## src/rtl/modaddsub_pkg.sv

```systemverilog
package modaddsub_pkg;
  typedef enum logic {
    OP_ADD = 1'b0,
    OP_SUB = 1'b1
  } op_e;
endpackage

```

## src/rtl/mas_carry_proj.sv

```systemverilog
module mas_carry_proj #(
  parameter int NWORDS = 4
) (
  input  logic [NWORDS-1:0] gen_i,
  input  logic [NWORDS-1:0] prop_i,
  input  logic              cin_i,
  output logic [NWORDS:0]   carry_o
);
  localparam int NODES  = NWORDS + 1;
  localparam int LEVELS = $clog2(NODES);

  logic [LEVELS:0][NWORDS:0] g_lv;
  logic [LEVELS:0][NWORDS:0] p_lv;

  // Kogge-Stone prefix: node 0 is the carry-in, node k+1 is word k
  always_comb begin
    g_lv[0] = {gen_i, cin_i};
    p_lv[0] = {prop_i, 1'b0};
    for (int lv = 0; lv < LEVELS; lv++) begin
      for (int j = 0; j < NODES; j++) begin
        if (j >= (1 << lv)) begin
          g_lv[lv+1][j] = g_lv[lv][j] | (p_lv[lv][j] & g_lv[lv][j-(1<<lv)]);
          p_lv[lv+1][j] = p_lv[lv][j] & p_lv[lv][j-(1<<lv)];
        end else begin
          g_lv[lv+1][j] = g_lv[lv][j];
          p_lv[lv+1][j] = p_lv[lv][j];
        end
      end
    end
  end

  assign carry_o = g_lv[LEVELS];

  always_comb begin
    for (int k = 0; k < NWORDS; k++) begin

      ripple_agree_chk: assert (carry_o[k+1] == (gen_i[k] | (prop_i[k] & carry_o[k])));
    end
  end
endmodule

```

## src/rtl/mas_word_slice.sv

```systemverilog
module mas_word_slice #(
  parameter int WORD_W = 17
) (
  input  logic [WORD_W-1:0] a_w,
  input  logic [WORD_W-1:0] b_w,
  input  logic [WORD_W-1:0] m_w,
  input  logic              sub_i,
  input  logic              c_dir_i,
  input  logic              c_cor_i,
  output logic              g_dir_o,
  output logic              p_dir_o,
  output logic              g_cor_o,
  output logic              p_cor_o,
  output logic [WORD_W-1:0] r_dir_o,
  output logic [WORD_W-1:0] r_cor_o
);
  logic [WORD_W-1:0] b_eff;
  logic [WORD_W:0]   t_dir;
  logic [WORD_W:0]   t_cor;

  always_comb begin
    b_eff   = sub_i ? ~b_w : b_w;
    t_dir   = {1'b0, a_w} + {1'b0, b_eff};
    g_dir_o = t_dir[WORD_W];
    p_dir_o = &t_dir[WORD_W-1:0];
    r_dir_o = t_dir[WORD_W-1:0] + {{(WORD_W-1){1'b0}}, c_dir_i};
    t_cor   = {1'b0, r_dir_o} + {1'b0, m_w};
    g_cor_o = t_cor[WORD_W];
    p_cor_o = &t_cor[WORD_W-1:0];
    r_cor_o = t_cor[WORD_W-1:0] + {{(WORD_W-1){1'b0}}, c_cor_i};
  end
endmodule

```

## src/rtl/modaddsub.sv

```systemverilog
module modaddsub
  import modaddsub_pkg::*;
#(
  parameter int WORD_W = 17,
  parameter int NWORDS = 4
) (
  input  logic                       clk,
  input  logic                       rst_n,
  input  logic                       en_i,
  input  logic                       sub_i,
  input  logic [WORD_W*NWORDS-1:0]   a_i,
  input  logic [WORD_W*NWORDS-1:0]   b_i,
  input  logic [WORD_W*NWORDS-1:0]   p_i,
  input  logic [WORD_W*NWORDS-1:0]   ip_i,
  output logic [WORD_W*NWORDS-1:0]   r_o
);
  localparam int NB = WORD_W * NWORDS;

  // reset: asserted asynchronously, released after two clock edges
  logic [1:0] rst_pipe;
  logic       rst_sync_n;

  always_ff @(posedge clk or negedge rst_n) begin
    if (!rst_n) rst_pipe <= 2'b00;
    else        rst_pipe <= {rst_pipe[0], 1'b1};
  end
  assign rst_sync_n = rst_pipe[1];

  op_e op;
  assign op = op_e'(sub_i);

  logic [NWORDS-1:0] g_dir, p_dir, g_cor, p_cor;
  logic [NWORDS:0]   c_dir, c_cor;
  logic [NB-1:0]     r_dir, r_cor, r_sel, r_nxt, r_q;
  logic              take_cor;

  mas_carry_proj #(.NWORDS(NWORDS)) u_proj_dir (
    .gen_i  (g_dir),
    .prop_i (p_dir),
    .cin_i  (sub_i),
    .carry_o(c_dir)
  );

  mas_carry_proj #(.NWORDS(NWORDS)) u_proj_cor (
    .gen_i  (g_cor),
    .prop_i (p_cor),
    .cin_i  (1'b0),
    .carry_o(c_cor)
  );

  // add: correct when A+B overflowed 2^n or (A+B) mod 2^n >= P
  // sub: correct when the difference borrowed
  assign take_cor = (op == OP_SUB) ? ~c_dir[NWORDS] : (c_dir[NWORDS] | c_cor[NWORDS]);

  for (genvar k = 0; k < NWORDS; k++) begin : g_word
    logic [WORD_W-1:0] m_w;
    assign m_w = (op == OP_SUB) ? p_i[k*WORD_W +: WORD_W] : ip_i[k*WORD_W +: WORD_W];

    mas_word_slice #(.WORD_W(WORD_W)) u_slice (
      .a_w    (a_i[k*WORD_W +: WORD_W]),
      .b_w    (b_i[k*WORD_W +: WORD_W]),
      .m_w    (m_w),
      .sub_i  (sub_i),
      .c_dir_i(c_dir[k]),
      .c_cor_i(c_cor[k]),
      .g_dir_o(g_dir[k]),
      .p_dir_o(p_dir[k]),
      .g_cor_o(g_cor[k]),
      .p_cor_o(p_cor[k]),
      .r_dir_o(r_dir[k*WORD_W +: WORD_W]),
      .r_cor_o(r_cor[k*WORD_W +: WORD_W])
    );

    assign r_sel[k*WORD_W +: WORD_W] = take_cor ? r_cor[k*WORD_W +: WORD_W]
                                                : r_dir[k*WORD_W +: WORD_W];
  end

  always_comb begin
    r_nxt = r_q;
    if (en_i) r_nxt = r_sel;
  end

  always_ff @(posedge clk or negedge rst_sync_n) begin
    if (!rst_sync_n) r_q <= '0;
    else             r_q <= r_nxt;
  end

  assign r_o = r_q;

  // checking aids: wide reference values for the clocked properties
  logic [NB+1:0] chk_sum, chk_dif;
  logic          chk_in_range;
  assign chk_sum      = {2'b00, a_i} + {2'b00, b_i};
  assign chk_dif      = {2'b00, a_i} + {2'b00, p_i} - {2'b00, b_i};
  assign chk_in_range = (a_i < p_i) && (b_i < p_i);


  result_range_chk: assert property (@(posedge clk) disable iff (!rst_sync_n)
    (en_i && chk_in_range) |=> (r_o < $past(p_i)));


  add_value_chk: assert property (@(posedge clk) disable iff (!rst_sync_n)
    (en_i && !sub_i && chk_in_range) |=>
      ({2'b00, r_o} == (($past(chk_sum) >= {2'b00, $past(p_i)}) ?
                         $past(chk_sum) - {2'b00, $past(p_i)} : $past(chk_sum))));


  sub_value_chk: assert property (@(posedge clk) disable iff (!rst_sync_n)
    (en_i && sub_i && chk_in_range) |=>
      ({2'b00, r_o} == (($past(chk_dif) >= {2'b00, $past(p_i)}) ?
                         $past(chk_dif) - {2'b00, $past(p_i)} : $past(chk_dif))));


  hold_when_idle_chk: assert property (@(posedge clk) disable iff (!rst_sync_n)
    !en_i |=> $stable(r_o));
endmodule

```

## config.mk

```make
export PLATFORM = sky130hd
export DESIGN_NAME = modaddsub
export DESIGN_NICKNAME = d
export VERILOG_FILES = /design/src/rtl/modaddsub_pkg.sv /design/src/rtl/mas_carry_proj.sv /design/src/rtl/mas_word_slice.sv /design/src/rtl/modaddsub.sv
export SDC_FILE = /design/constraint.sdc
export NUM_CORES = 1
export LEC_CHECK = 0
export ABC_AREA = 1
export BUFFER_PORTS_ARGS = -buffer_cell sky130_fd_sc_hd__buf_4
export CORE_ASPECT_RATIO = 1.4
export CORE_MARGIN = 2
export CORE_UTILIZATION = 40
export DETAILED_ROUTE_END_ITERATION = 6
export SLEW_MARGIN = 30
export SYNTH_ARGS = -nofsm -noshare
export SYNTH_HDL_FRONTEND = slang
export SYNTH_SLANG_ARGS = --single-unit
```

## constraint.sdc

```tcl
create_clock -name clk -period 3.02 [get_ports clk]
set_input_delay 0.604 -clock clk [delete_from_list [all_inputs] [get_ports clk]]
set_output_delay 0.604 -clock clk [all_outputs]
set_load 0.005 [all_outputs]
```

# After elaboration in Yosys (flattened, before gate mapping)

Index checks and enable logic that the tools add are counted.

Logic and storage cells: 75
Register bits: 70
Output and inout bits: 68

Bitwise gates (word level): 38
Multiplexer cells: 13
Add/sub/neg operators: 15
Reductions and logical operators: 7

Operators by type and width:

| kind                                      | number |
|---|---|
| 17-bit 2-to-1 mux                         | 12 |
| 17-bit by 17-bit adder with 18-bit output | 8 |
| 17-bit by 1-bit adder with 17-bit output  | 7 |
| 17-bit AND reduction                      | 7 |
| 17-bit NOT                                | 4 |
| 1-bit bitwise AND                         | 19 |
| 1-bit bitwise OR                          | 14 |
| 1-bit 2-to-1 mux                          | 1 |
| 1-bit NOT                                 | 1 |

# Logic depth before layout (Yosys ltp)

Depth after elaboration: 17
Depth in mapped cells: 59
Mapped depth without buffers: 57

# Cells and area by module

A second synthesis with hierarchy kept.

Cell total of the unflattened synthesis: 3,431
Area total of the unflattened synthesis: 18,611.6 µm²

By module, submodules not included:

| module                                 | area each (µm²) | cells each | instances |
|---|---|---|---|
| mas_word_slice (g_word[1].u_slice ...) | 3,434.5         | 653        | 2 |
| modaddsub                              | 4,903.5         | 818        | 1 |
| mas_word_slice (g_word[0].u_slice)     | 3,394.5         | 641        | 1 |
| mas_word_slice (g_word[3].u_slice)     | 3,286.9         | 630        | 1 |
| mas_carry_proj                         | 78.8            | 18         | 2 |

# Worst setup path after synthesis

No wires, ideal clock.

Path kind: input port to flip-flop
From: input port sub_i
To: register r_q[65] (netlist: r_o[65])
Slack: -4.454 ns
Arrival time: 7.356 ns
Library setup time: 0.118 ns
Data required time: 2.902 ns
Buffers on the path: 2
Stages on the path: 51
Cell sequence: clkbuf_1 > buf_1 > xor2_1 > ha_1 > inv_1 > fa_1 > inv_1 > nand3_1 > nand2_2 > xor2_1 > nand3_1 > nor3_1 > nand3_1 > nor2_1 > nand2_1 > o21ai_0 > ha_1 > ha_1 > [15 not listed] > nand2_1 > nand2_1 > nor2_1 > nand2_1 > nor2_1 > nand2_1 > nand2_1 > ha_1 > ha_1 > nand3_1 > inv_1 > nand2_1 > nor2_1 > nand3b_1 > xor2_1 > nand3_1 > nand3_1 > nand2_1

Cells in the longest elaborated chain, start to end: 16
Elaborated cells on any way between the ends: 64

RTL lines:

| element                                                                            | RTL line        | source |
|---|---|---|
| from (decl)                                                                        | modaddsub.sv:10 | `input logic sub_i,` |
| branches (longest 15 deep; another with 17-bit by 17-bit adder with 18-bit output) | n/a             |  |
| 17-bit 2-to-1 mux (*)                                                              | modaddsub.sv:74 | `assign r_sel[k*WORD_W +: WORD_W] = take_cor ? r_cor[k*WORD_W +: WORD_W]` |
| to (signal assigned)                                                               | modaddsub.sv:85 | `else r_q <= r_nxt;` |
| to (decl)                                                                          | modaddsub.sv:34 | `logic [NB-1:0] r_dir, r_cor, r_sel, r_nxt, r_q;` |

Mark *: on every way between the ends.
A chain may end at the register's enable or synchronous reset.

# Worst setup path in the final report

Same ends and word-level chain as after synthesis.

==> reports/metrics.cfg <==
[run_status]
status = finished with violations
violations = setup timing

[synthesis]
synth_area_leaders = nand2_1 (27%), ha_1 (13%), dfrtp_1 (11%)
ys_types = 46
synth_most_common_cell = nand2_1
synthFlopType = dfrtp_1
synth.top_cell.area_share_pct = 27.1
postSynthAreaPerCell_um2 = 5.59
async_reset_ff_share_pct = 100
syn-num-nets = 3199
ys_ff_latch = 70
synth-warning-count = 0
synth.largest_area_cell = nand2_1
ys_seq_area_share_pct = 11.3
synth-edff-count = 0
synth_commonest_cells = nand2_1 (1115), inv_1 (398), nand3_1 (275)
netlist_instances = 2760
syn_area_um2 = 15400

[clock_network]
clk_pin_slew_ps = 60
htreeDepth = 3
cts_inserted_buffers = 9
ctsHoldBuffers = 0
insertion_delay_ps = 350
cts_sinks = 70
cts-root-buf = clkbuf_16
cts_tree = yes
clockBufferDepth = 2

[drt]
ant_nets = 0
dr.pass1.iters = 6
drc = 0
drt-total-wl_um = 65400
drt_iter0_drc = 926
vias_per_cell = 4.95
post_drt_wl_per_cell_um = 15.3
vias = 21100

[layout]
num_antenna_cells = 0
drive_gt1_share_pct = 39.8
final_util_pct = 69.6
final_nets = 4222
fill_cells = 3403
register_area_um2 = 1760
area_growth_syn_to_layout_pct = 72.7
multiInputGateArea_um2 = 13900

[place]
numPortBuffers = 343
dp_hpwl_um = 50800
gp_congestion = 0.971

[sta]
fin_worst_skew_ps = 6.14
final.setup.tns_ps = -244750
final.setup.worst_slack_ps = -3670
fin_crit_ps = 6690
max_freq_mhz = 149
worst_pin_slew_ps = 783
rsz0062_at_grt = yes
hold_viol_final = 0
fin_crit_sh_pct = 222
maxSlewViolCount = 0
relSlewSlack_pct = 47.8
setup_violations = 68

[grt]
grt_max_degree = 69
grt_pass1_vias = 20700
grt_pass1_wl_um = 99500
grt_overflow_total = 0
antenna_found_initial = 0
grt_use_total_pct = 30.9

[power_and_ir_drop]
p_total_uw = 16800
peakVddDrop_mv = 0.522
p_per_area_nw_per_um2 = 630
p_leak_uw = 0.0151

[flow_run]
max-cap-violations = 0

[worst_setup_path]
crit_buf_inv = 8
reg2regPathDepth = 1
cp_slowest_cell = ha_1
cpPeakStageDelay_ps = 360
cp.required_ps = 3250
critPathLaunchType = input port
cp.depth = 52
worst-setup-path-type = input port to flop
endpoint_kind = flop
crit_arrival_ps = 6930
path_max_fanout = 6
crit_top_cell = nand2_2
cp_top_family = simple AND/OR/NAND/NOR gates

[worst_hold_path]
hold_class = input port to async pin

[die]
fp.dieArea_um2 = 40200
die_y_um = 236
ioPinCount = 344
initial_core_util_pct = 40.3
rows = 85
core_um2 = 38300
dieWidth_um = 170

[final cells by class]
cell class,count,share of cell area (%)
Timing Repair Buffer,1071,32.2
Multi-Input combinational cell,2230,52.2
Tap cell,478,2.24
Sequential cell,70,6.59
Clock buffer,11,0.911
Inverter,401,5.67
Clock inverter,4,0.178
[cells by family (layout without fill, tap and decap cells)]
group	Yosys count	count (layout)	synth area share, %
simple gates	1681	1682	45.3
buf+inv	461	1487	11.7
xor+xnor	194	194	11.2
compound gates	190	190	6.76
fa+ha+maj	163	163	13.6
flops	70	70	11.3
other cells	1	1	0.0243
[routing by layer]
layer	share of wire (%)	up-vias	GRT usage [%]
met4	4.3	0	11.5
met2	52	586	60.3
met1	39	9721	33.7
met5	0	-	0
li1	-	10700	-
met3	4.6	135	3.41
[power by group]
| part | internal [uW] | switching (uW) |
|---|---|---|
| combinational | 7100 | 6920 |
| sequential | 1350 | 313 |
| clock | 656 | 456 |
[registers in the layout, summed over array words and instances, names as in the netlist]
register and flops:
r_o 68, rst_pipe 2
[through the flow]
stage	cells	setup slack, ps	hold slack (ps)	cell area (um^2)
after global placement	4114	-4240	338	23000
after floorplan	2760	-3540	308	15700
final	4265	-3670	23.7	26600
after detailed placement	4114	-4320	338	23000
after CTS	4218	-3470	9.90	25100
after global routing	4265	-4080	10.9	26600
[cells in the final DEF, fill, tap and decap left out, drive strengths merged, types with 17 or more instances in the layout]
cell	Yosys	final
a21oi	113	113
buf	34	1065
clkbuf	26	17
dfrtp	70	70
ha	155	155
inv	400	400
nand2	1123	1124
nand3	277	277
nand3b	35	35
nand4	27	27
nor2	172	172
nor3	28	28
o21ai	51	51
xnor2	38	38
xor2	156	156
[path summary, 6_finish.rpt]
check,slack (ps),start,end
max in group asynchronous,2140,rst_pipe[1],r_o[1]
setup reg to reg,2140,rst_pipe[1],r_o[1]
hold reg to reg,290,rst_pipe[1],r_o[35]
hold / removal,20,rst_n,rst_pipe[1]
setup / recovery,-3670,sub_i,r_o[65]
min in group clk,360,rst_pipe[0],rst_pipe[1]
[timing repair]
| action | 4_1_cts | 5_1_grt |
|---|---|---|
| setup endpoints to repair | 68 | 68 |
| gates resized for setup | 230 | 277 |
| buffers inserted | 81 | 45 |
| gates cloned | 9 | 8 |
| pin swaps | 134 | 205 |
(Power assumes the default switching activity.)
